File: src/rtl/sysctl_pkg.sv
package sysctl_pkg;
    typedef enum logic [1:0] {
        SPK_OFF    = 2'd0,
        SPK_DIRECT = 2'd1,
        SPK_TONE   = 2'd2,
        SPK_HELD   = 2'd3
    } spk_state_t;

    localparam int CTRL_W = 4;
    localparam logic [CTRL_W-1:0] CTRL_RESET = 4'b1100;
endpackage

File: src/rtl/sysctl_refresh_tgl.sv
module sysctl_refresh_tgl #(
    parameter int DIV = 16
) (
    input  logic clk,
    input  logic rst_n,
    output logic tgl
);
    localparam int CW = (DIV > 2) ? $clog2(DIV) : 1;
    localparam logic [CW-1:0] LAST = CW'(DIV - 1);

    logic [CW-1:0] cnt;

    always_ff @(posedge clk) begin
        if (!rst_n) begin
            cnt <= '0;
            tgl <= 1'b0;
        end else if (cnt == LAST) begin
            cnt <= '0;
            tgl <= ~tgl;
        end else begin
            cnt <= cnt + 1'b1;
        end
    end

    // The toggle may only flip after a full interval has been counted.
    p_toggle_interval_r5: assert property (@(posedge clk) disable iff (!rst_n)
        (tgl != $past(tgl)) |-> ($past(cnt) == LAST));
endmodule

File: src/rtl/sysctl_ctrl_reg.sv
module sysctl_ctrl_reg
    import sysctl_pkg::*;
(
    input  logic              clk,
    input  logic              rst_n,
    input  logic              wr_en,
    input  logic [7:0]        wdata,
    output logic [CTRL_W-1:0] ctrl
);
    always_ff @(posedge clk) begin
        if (!rst_n)     ctrl <= CTRL_RESET;
        else if (wr_en) ctrl <= wdata[CTRL_W-1:0];
    end

    p_write_low_nibble_r1: assert property (@(posedge clk) disable iff (!rst_n)
        wr_en |=> (ctrl == $past(wdata[3:0])));
    p_hold_without_write_r11: assert property (@(posedge clk) disable iff (!rst_n)
        !wr_en |=> $stable(ctrl));
endmodule

File: src/rtl/sysctl_spk_fsm.sv
module sysctl_spk_fsm
    import sysctl_pkg::*;
(
    input  logic       clk,
    input  logic       rst_n,
    input  logic       gate_en,
    input  logic       data_en,
    input  logic [2:0] t2_mode,
    input  logic       t2_out,
    output logic       spk_out
);
    spk_state_t state, state_nx;
    logic periodic;

    assign periodic = t2_mode[1];

    always_comb begin
        unique case ({data_en, gate_en})
            2'b00, 2'b01: state_nx = SPK_OFF;                    // go_silent
            2'b10:        state_nx = SPK_DIRECT;                 // go_direct
            2'b11:        state_nx = periodic ? SPK_TONE : SPK_HELD; // go_tone / go_hold
            default:      state_nx = SPK_OFF;
        endcase
    end

    always_ff @(posedge clk) begin
        if (!rst_n) state <= SPK_OFF;
        else        state <= state_nx;
    end

    always_comb begin
        unique case (state)
            SPK_OFF:    spk_out = 1'b0;
            SPK_DIRECT: spk_out = 1'b1;
            SPK_TONE:   spk_out = t2_out;
            SPK_HELD:   spk_out = 1'b0;
            default:    spk_out = 1'b0;
        endcase
    end

    p_silent_r7: assert property (@(posedge clk) disable iff (!rst_n)
        !data_en |=> !spk_out);
    p_direct_on_r8: assert property (@(posedge clk) disable iff (!rst_n)
        (data_en && !gate_en) |=> spk_out);
    p_oneshot_held_r10: assert property (@(posedge clk) disable iff (!rst_n)
        (data_en && gate_en && !t2_mode[1]) |=> !spk_out);
    p_tone_follows_r9: assert property (@(posedge clk) disable iff (!rst_n)
        (data_en && gate_en && t2_mode[1]) |=> (spk_out == t2_out));
endmodule

File: src/rtl/sysctl_port.sv
module sysctl_port
    import sysctl_pkg::*;
#(
    parameter int REFRESH_DIV = 16
) (
    input  logic       clk,
    input  logic       rst_n,
    input  logic       sel,
    input  logic       wr,
    input  logic [7:0] wdata,
    output logic [7:0] rdata,
    input  logic       t2_out,
    input  logic [2:0] t2_mode,
    output logic       t2_gate,
    output logic       spk_out
);
    logic [CTRL_W-1:0] ctrl;
    logic              refresh_tgl;

    sysctl_ctrl_reg u_reg (
        .clk   (clk),
        .rst_n (rst_n),
        .wr_en (sel & wr),
        .wdata (wdata),
        .ctrl  (ctrl)
    );

    sysctl_refresh_tgl #(.DIV(REFRESH_DIV)) u_tgl (
        .clk   (clk),
        .rst_n (rst_n),
        .tgl   (refresh_tgl)
    );

    sysctl_spk_fsm u_fsm (
        .clk     (clk),
        .rst_n   (rst_n),
        .gate_en (ctrl[0]),
        .data_en (ctrl[1]),
        .t2_mode (t2_mode),
        .t2_out  (t2_out),
        .spk_out (spk_out)
    );

    assign t2_gate = ctrl[0];
    assign rdata   = sel ? {2'b00, t2_out, refresh_tgl, ctrl} : 8'hFF;

    p_gate_matches_r6: assert property (@(posedge clk) disable iff (!rst_n)
        (sel && wr) |=> (t2_gate == $past(wdata[0])));
    p_status_live_r4: assert property (@(posedge clk) disable iff (!rst_n)
        sel |-> (rdata[5] == t2_out && rdata[7:6] == 2'b00));
endmodule

File: config.mk
export PLATFORM = sky130hd
export DESIGN_NAME = sysctl_port
export DESIGN_NICKNAME = d
export VERILOG_FILES = /design/src/rtl/sysctl_pkg.sv /design/src/rtl/sysctl_refresh_tgl.sv /design/src/rtl/sysctl_ctrl_reg.sv /design/src/rtl/sysctl_spk_fsm.sv /design/src/rtl/sysctl_port.sv
export SDC_FILE = /design/constraint.sdc
export NUM_CORES = 1
export LEC_CHECK = 0
export ABC_AREA = 0
export BUFFER_PORTS_ARGS = -buffer_cell sky130_fd_sc_hd__buf_2
export CAP_MARGIN = 0
export CORE_AREA = 2 2 39 41
export CTS_CLUSTER_SIZE = 30
export DETAILED_ROUTE_END_ITERATION = 6
export DIE_AREA = 0 0 41 43
export PLACE_DENSITY = 0.67
export SYNTH_ARGS = -nofsm -noshare
export SYNTH_HDL_FRONTEND = slang
export SYNTH_SLANG_ARGS = --single-unit
File: constraint.sdc
create_clock -name clk -period 1.3 [get_ports clk]
set_clock_uncertainty 0.15 [all_clocks]
set_input_delay 0.13 -clock clk [delete_from_list [all_inputs] [get_ports clk]]
set_output_delay 0.13 -clock clk [all_outputs]
set_load 0.01 [all_outputs]
==> results.md, run 1 <==
- # diodes: 0
- Total number of vias: around 450
- Fmax: 726 MHz
- Worst Max-Slew Pin Slew: ~0.2 ns
- # rows: 14
- Maximum vdd drop: just under 500 uV
- Final WS setup: -0.0775 ns
- Clock Root Buffer: clkbuf_4
- Sequential-to-total area share from yosys stat: 45.7%
- Core Area: 1380 um^2
- DR iter-0 viols: 1
- Worst-path clk slew: 0.07 ns
- RD Place Congestion: roughly 0.65
- CTS tree: done
- PortBufs: 19
- Starting Density: 34.8%
- Routed Antenna Nets: 0
- Synth unique cells: 19
- Final min period: roughly 1.4 ns
- Synthesized area: 482 um^2
- Final setup viols: 1
- Seq cells post-synth: 11
- First-pass GRT wire length: 1410 um
- Final WL: 916 um
- Wire per inst: 9.64 um
- Post-route cell area: 681 um^2
- Final global-route overflow total: 0
- Worst-path fanout max: 1
- Initial antenna violation count: 0
- Syn Area/Cell: 9.09 um^2
- Total die area: between 1500 and 2000 um^2
- Die width: 41 um
- Die H: 43 um
- H-tree levels: 1
- Nets@finish: 98
- Clock tree sinks: 11
- Crit path DAT: 1.10 ns
- Synth Net Count: 71
- Synthesized instance count: 53
- Setup TNS: -0.0775 ns
- Req. time, crit path: 1.02 ns
- Largest net degree at the start of global routing: 13
- WHS: 0.0169 ns
- Share of layout cells above drive strength 1: 36.7%
- Fin. Hold Viols: 0
- Remaining DRCs: 0
- Yosys warns: 0
- Fin crit share: 106%
- Setup bufs post-CTS: 0
- Crit start category: flip-flop
- Number of global-route vias before repair: between 300 and 400
- Unrepaired setup endpoints after global routing: yes
- Status: complete, but fails checks
- Crit end category: output pin
- Worst R2R Path Depth: 4
- Failing checks: setup timing
- Leak pwr: 0.319 nW
- CTS buffer count: 3
- CTS max path bufs: 2
- CP Class: flip-flop to output pin
- DP Wirelength: 642 um
- Area grow syn2layout: 41.3%
- Fin. max-slew vios: 0
- Power per cell area: 1020 nW/um^2
- GR Util All Layers: 12.0%
- Vias per cell: 4.71
- Max cap viols: 0
- Fillcell total: 141
- Worst hold path type: input pin to flip-flop
- Worst-skew pair later-pin latency: 0.26 ns
- Placed Instance Area: 577 um^2
- DR pass1 iterations: 5
- Power Total: 0.695 mW
- Slew HR: about 87%
- Hold Path Stages: 3
- # IOs: 26
==> timing repair <==
| item | 4_1_cts | 5_1_grt |
|---|---|---|
| pin swaps | 2 | 2 |
| hold endpoints to repair | 5 | 0 |
| hold buffers | 6 | 0 |
| setup endpoints to repair | 1 | 1 |
| resized for setup | 1 | 4 |
==> stage by stage <==
step | instances | util (%) | worst slack (ns)
finish | 95 | 49.2 | -0.0775
detailed placement | 85 | 41.7 | 0.0736
floorplan | 53 | - | 0.141
CTS | 95 | 47.9 | -0.115
global placement | 85 | 41.7 | 0.0738
global route | 95 | 49.2 | -0.162
==> area by class of cell <==
type                            instances  area (um^2)  area share [%]
Clock buffer                            4         26.3            3.86
Inverter                                2         7.51            1.10
Multi-Input combinational cell         37          250            36.8
Sequential cell                        11          221            32.5
Tap cell                               16         20.0            2.94
Timing Repair Buffer                   25          155            22.8
==> Yosys cell counts <==
cell	number	area (um^2)
nand3_1	6	30.0
nand2_1	8	30.0
and3_2	1	7.51
o21ai_0	1	5.00
ha_1	2	25.0
inv_1	2	7.51
and3_1	2	12.5
and3b_2	1	10.0
xnor2_1	1	8.76
xor2_1	1	8.76
dfxtp_1	11	220
nand2b_1	6	37.5
nand3_2	1	10.0
a21oi_1	2	10.0
o221a_1	1	11.3
a21boi_1	2	15.0
clkbuf_2	1	5.00
and2_1	2	12.5
buf_4	2	15.0
==> where the power goes <==
| group | internal (mW) | switching, mW |
|---|---|---|
| Sequential | 0.353 | 0.0112 |
| Combinational | 0.0541 | 0.0445 |
| Clock | 0.119 | 0.113 |
==> placed cells by master (no fill, tap or decap), drive strengths merged, types with 3 or more instances in the layout <==
cell type,instances
nand2,8
dfxtp,11
nand2b,6
clkbuf,4
buf,19
dlygate4sd3,6
nand3,7
and3,3
==> final timing paths <==
path                                      from              to  slack, ns
worst max-delay path            u_fsm.state[0]         spk_out      -0.08
worst min-delay path                        wr   u_reg.ctrl[1]       0.02
worst max register to register    u_tgl.cnt[0]       u_tgl.tgl       0.07
worst min register to register   u_reg.ctrl[1]  u_fsm.state[0]       0.31
==> metal layers <==
metal / routed length, um / up-vias / track usage (%)
met5: 0 / - / 0
met4: 0 / 0 / 6.00
met3: 55 / 0 / 6.28
met2: 456 / 14 / 18.4
met1: 403 / 204 / 12.9
li1: - / 229 / -
==> cell families (layout without fill, tap and decap cells) <==
family / after synthesis / count (layout) / share of synthesized area, %
AOI/OAI and AO/OA: 6 / 6 / 8.57
xor gates and xnor gates: 2 / 2 / 3.64
adders and majority gates: 2 / 2 / 5.19
buffers and inverters: 5 / 31 / 5.71
DFF: 11 / 11 / 45.7
and+or+nand+nor: 27 / 27 / 31.2
==> sequential cells by signal, indices dropped and copies added (netlist names) <==
register / flops
u_tgl.tgl: 1
u_tgl.cnt: 4
u_fsm.state: 2
u_reg.ctrl: 4
==> critical path, cell delays in order, from the launching register on <==
cell     delay [ns]
dfxtp_2        0.32
inv_2          0.04
ha_4           0.23
o21ai_2        0.11
buf_2          0.13
Power figures use the tool's default switching activity.
==> run 2, diff against run 1 <==
SETUP_SLACK_MARGIN = 0.4   (was unset)
==> run 2 against run 1 <==
Compared with the run above: the flow finishes with violations (hold timing, setup timing); via count grew 4.3%; clock-buffer cell count stayed put; combinational power increased by 44%; non-clock buffer count grew 3; clock power rose by 2%; register-to-register slack improved by 0.11 ns; critical path depth down 1; sequential share of layout area fell by 4.4 points; critical path type unchanged; critical endpoint unchanged; highest routed layer is now met4.
==> results.md, run 2 (synthesis results as in run 1) <==
- Worst-skew pair later-pin latency: 0.27 ns (about the same)
- Vias per cell: 4.76 (+1.1%)
- Clock Root Buffer: clkbuf_4
- # diodes: 0 (unchanged)
- Leak pwr: 0.384 nW (+20%)
- Total die area: 1760 um^2 (unchanged)
- CTS tree: done
- Slew HR: 85.6% (-1.1 points)
- Crit end category: output pin
- DR iter-0 viols: 0 (-1)
- Area grow syn2layout: 74.5%
- Most frequent cells in the layout: buf_2, buf_6, nand2_1, dfxtp_2, nand3_1
- Switching Fraction: 25.4% (+1.1 points)
- Fin. Hold Viols: 3 (+3)
- PortBufs: 19 (unchanged)
- Worst R2R End: u_tgl.tgl
- RD Place Congestion: 0.614 (-5.2%)
- Internal Power: 0.559 mW (+6.3%)
- Maximum vdd drop: 707 uV (+46%)
- CTS max path bufs: 2 (unchanged)
- Post-route cell area: 841 um^2 (+24%)
- Final core occ: 60.8% (+12 points)
- WHS: -0.0588 ns (-0.0756 ns)
- Initial antenna violation count: 0 (unchanged)
- Top flop regs: u_reg.ctrl: 4 flops, u_tgl.cnt: 4 flops, u_fsm.state: 2 flops
- Worst-path clk slew: 0.07 ns (about the same)
- Number of global-route vias before repair: 405 (+6.6%)
- Nets@finish: 101 (+3.1%)
- Comb pwr share: 19.0% (+4.8 points)
- Wire per inst: 11.1 um (+15%)
- Critical path's largest stage delay: 0.33 ns (about the same)
- Worst hold path type: input pin to flip-flop
- CP Cell Sequence: ha_4, o21ai_2, buf_2
- Power per cell area: 891 nW/um^2 (-13%)
- Clock tree sinks: 11 (unchanged)
- Die H: 43 um (unchanged)
- Share of layout cells above drive strength 1: 63.4% (+27 points)
- NetSw: 0.190 mW (+13%)
- DP Wirelength: 648 um (+0.87%)
- Crit start category: flip-flop
- Placed Instance Area: 596 um^2 (+3.3%)
- Fmax: 750 MHz (+3.3%)
- GR Util All Layers: 14.6% (+2.5 points)
- Core Area: 1380 um^2 (unchanged)
- Most common cell after layout, fill and taps aside: buf_2
- Worst Max-Slew Pin Slew: 0.215 ns (+0.0162 ns)
- CTS buffer count: 3 (unchanged)
- Max cap viols: 0 (unchanged)
- Final min period: 1.33 ns (-0.0443 ns)
- Placed cell count: 85 (unchanged)
- Share of power burned in registers: 49.5% (-2.9 points)
- Final std cells w/o fill: 98 (+3.2%)
- # IOs: 26 (unchanged)
- Status: complete, but fails checks
- H-tree levels: 1 (unchanged)
- Final WL: 1090 um (+18%)
- Clock share of power: 31.5% (-1.9 points)
- Total number of vias: 466 (+4.3%)
- Die width: 41 um (unchanged)
- Fin. max-slew vios: 0 (unchanged)
- Slowest stage cell on the critical path: dfxtp_2
- First-pass GRT wire length: 1630 um (+16%)
- Power Total: 0.749 mW (+7.9%)
- Failing checks: hold timing, setup timing
- Worst setup path endpoint: spk_out
- # hold bufs at CTS: 4 (-2)
- Crit path DAT: 1.05 ns (-0.05 ns)
- Unrepaired setup endpoints after global routing: yes
- Final setup viols: 1 (unchanged)
- Remaining DRCs: 0 (unchanged)
- CP Class: flip-flop to output pin
- Req. time, crit path: 1.02 ns (about the same)
- Worst setup startpoint: u_fsm.state[1]
- Largest net degree at the start of global routing: 13 (unchanged)
- # rows: 14 (unchanged)
- DR pass1 iterations: 1 (-4)
- FF-to-FF Start: u_tgl.cnt[1]
- Final global-route overflow total: 0 (unchanged)
- Final WS setup: -0.0332 ns (+0.0443 ns)
- Fin crit share: 103% (-3.4 points)
- Routed Antenna Nets: 0 (unchanged)
- Starting Density: 34.8% (unchanged)
- Worst R2R Path Depth: 4 (unchanged)
- Reg2Reg Setup Slack: 0.18 ns (+0.11 ns)
- Worst-path fanout max: 1 (unchanged)
[run 2: how the worst min path moves through the flow]
stage | start | to | slack (ns) | cells past startpoint
6_report | wdata[3] | u_reg.ctrl[3] | -0.06 | 3
5_1_grt | wdata[3] | u_reg.ctrl[3] | -0.04 | 3
4_1_cts | wdata[3] | u_reg.ctrl[3] | -0.06 | 3
3_5_place_dp | t2_mode[1] | u_fsm.state[0] | 0.16 | 2
3_3_place_gp | t2_mode[1] | u_fsm.state[0] | 0.16 | 2
2_1_floorplan | t2_mode[1] | u_fsm.state[0] | 0.07 | 1
[run 2: critical path, delay by kind of cell (launching register included)]
family	cells	cell delay, ns
buf+inv	1	0.13
flops	1	0.33
fa+ha+maj	1	0.23
compound gates	1	0.09
[run 2: what timing repair did]
item | CTS | global route
endpoints found under the setup margin | 12 | 16
hold endpoints to repair | 5 | 3
cloned | 0 | 0
buffers inserted | 3 | 2
resized for setup | 19 | 15
pin swaps | 5 | 2
[run 2: final cells by class]
cell class / instances / area (um^2)
fill: 120 / 543
sequential: 11 / 236
multi-input combinational: 37 / 328
timing repair buffer: 28 / 223
inverter: 2 / 7.51
tap: 16 / 20.0
clock buffer: 4 / 26.3
[run 2: routing by layer]
layer	part of all wire, %	vias up	GRT usage (%)
met2	56	16	22.5
met1	36	212	14.8
met5	0	-	0
met3	6.4	3	6.28
li1	-	235	-
met4	2.1	0	10.0
[run 2: per-stage QoR]
| stage | worst slack (ns) | TNS (ns) |
|---|---|---|
| after global placement | 0.181 | 0 |
| after global routing | -0.0978 | -0.0978 |
| after floorplan | 0.249 | 0 |
| after CTS | -0.0471 | -0.0471 |
| after detailed placement | 0.179 | 0 |
| final | -0.0332 | -0.0332 |
[run 2: power groups by stage]
| stage | Clock (mW) | Sequential, mW | Combinational, mW |
|---|---|---|---|
| 6_report | 0.236 | 0.371 | 0.142 |
| 4_1_cts | 0.244 | 0.370 | 0.120 |
| 5_1_grt | 0.271 | 0.372 | 0.159 |
| 3_5_place_dp | 0 | 0.376 | 0.0882 |
| 2_1_floorplan | 0 | 0.374 | 0.0551 |
| 3_3_place_gp | 0 | 0.375 | 0.0852 |
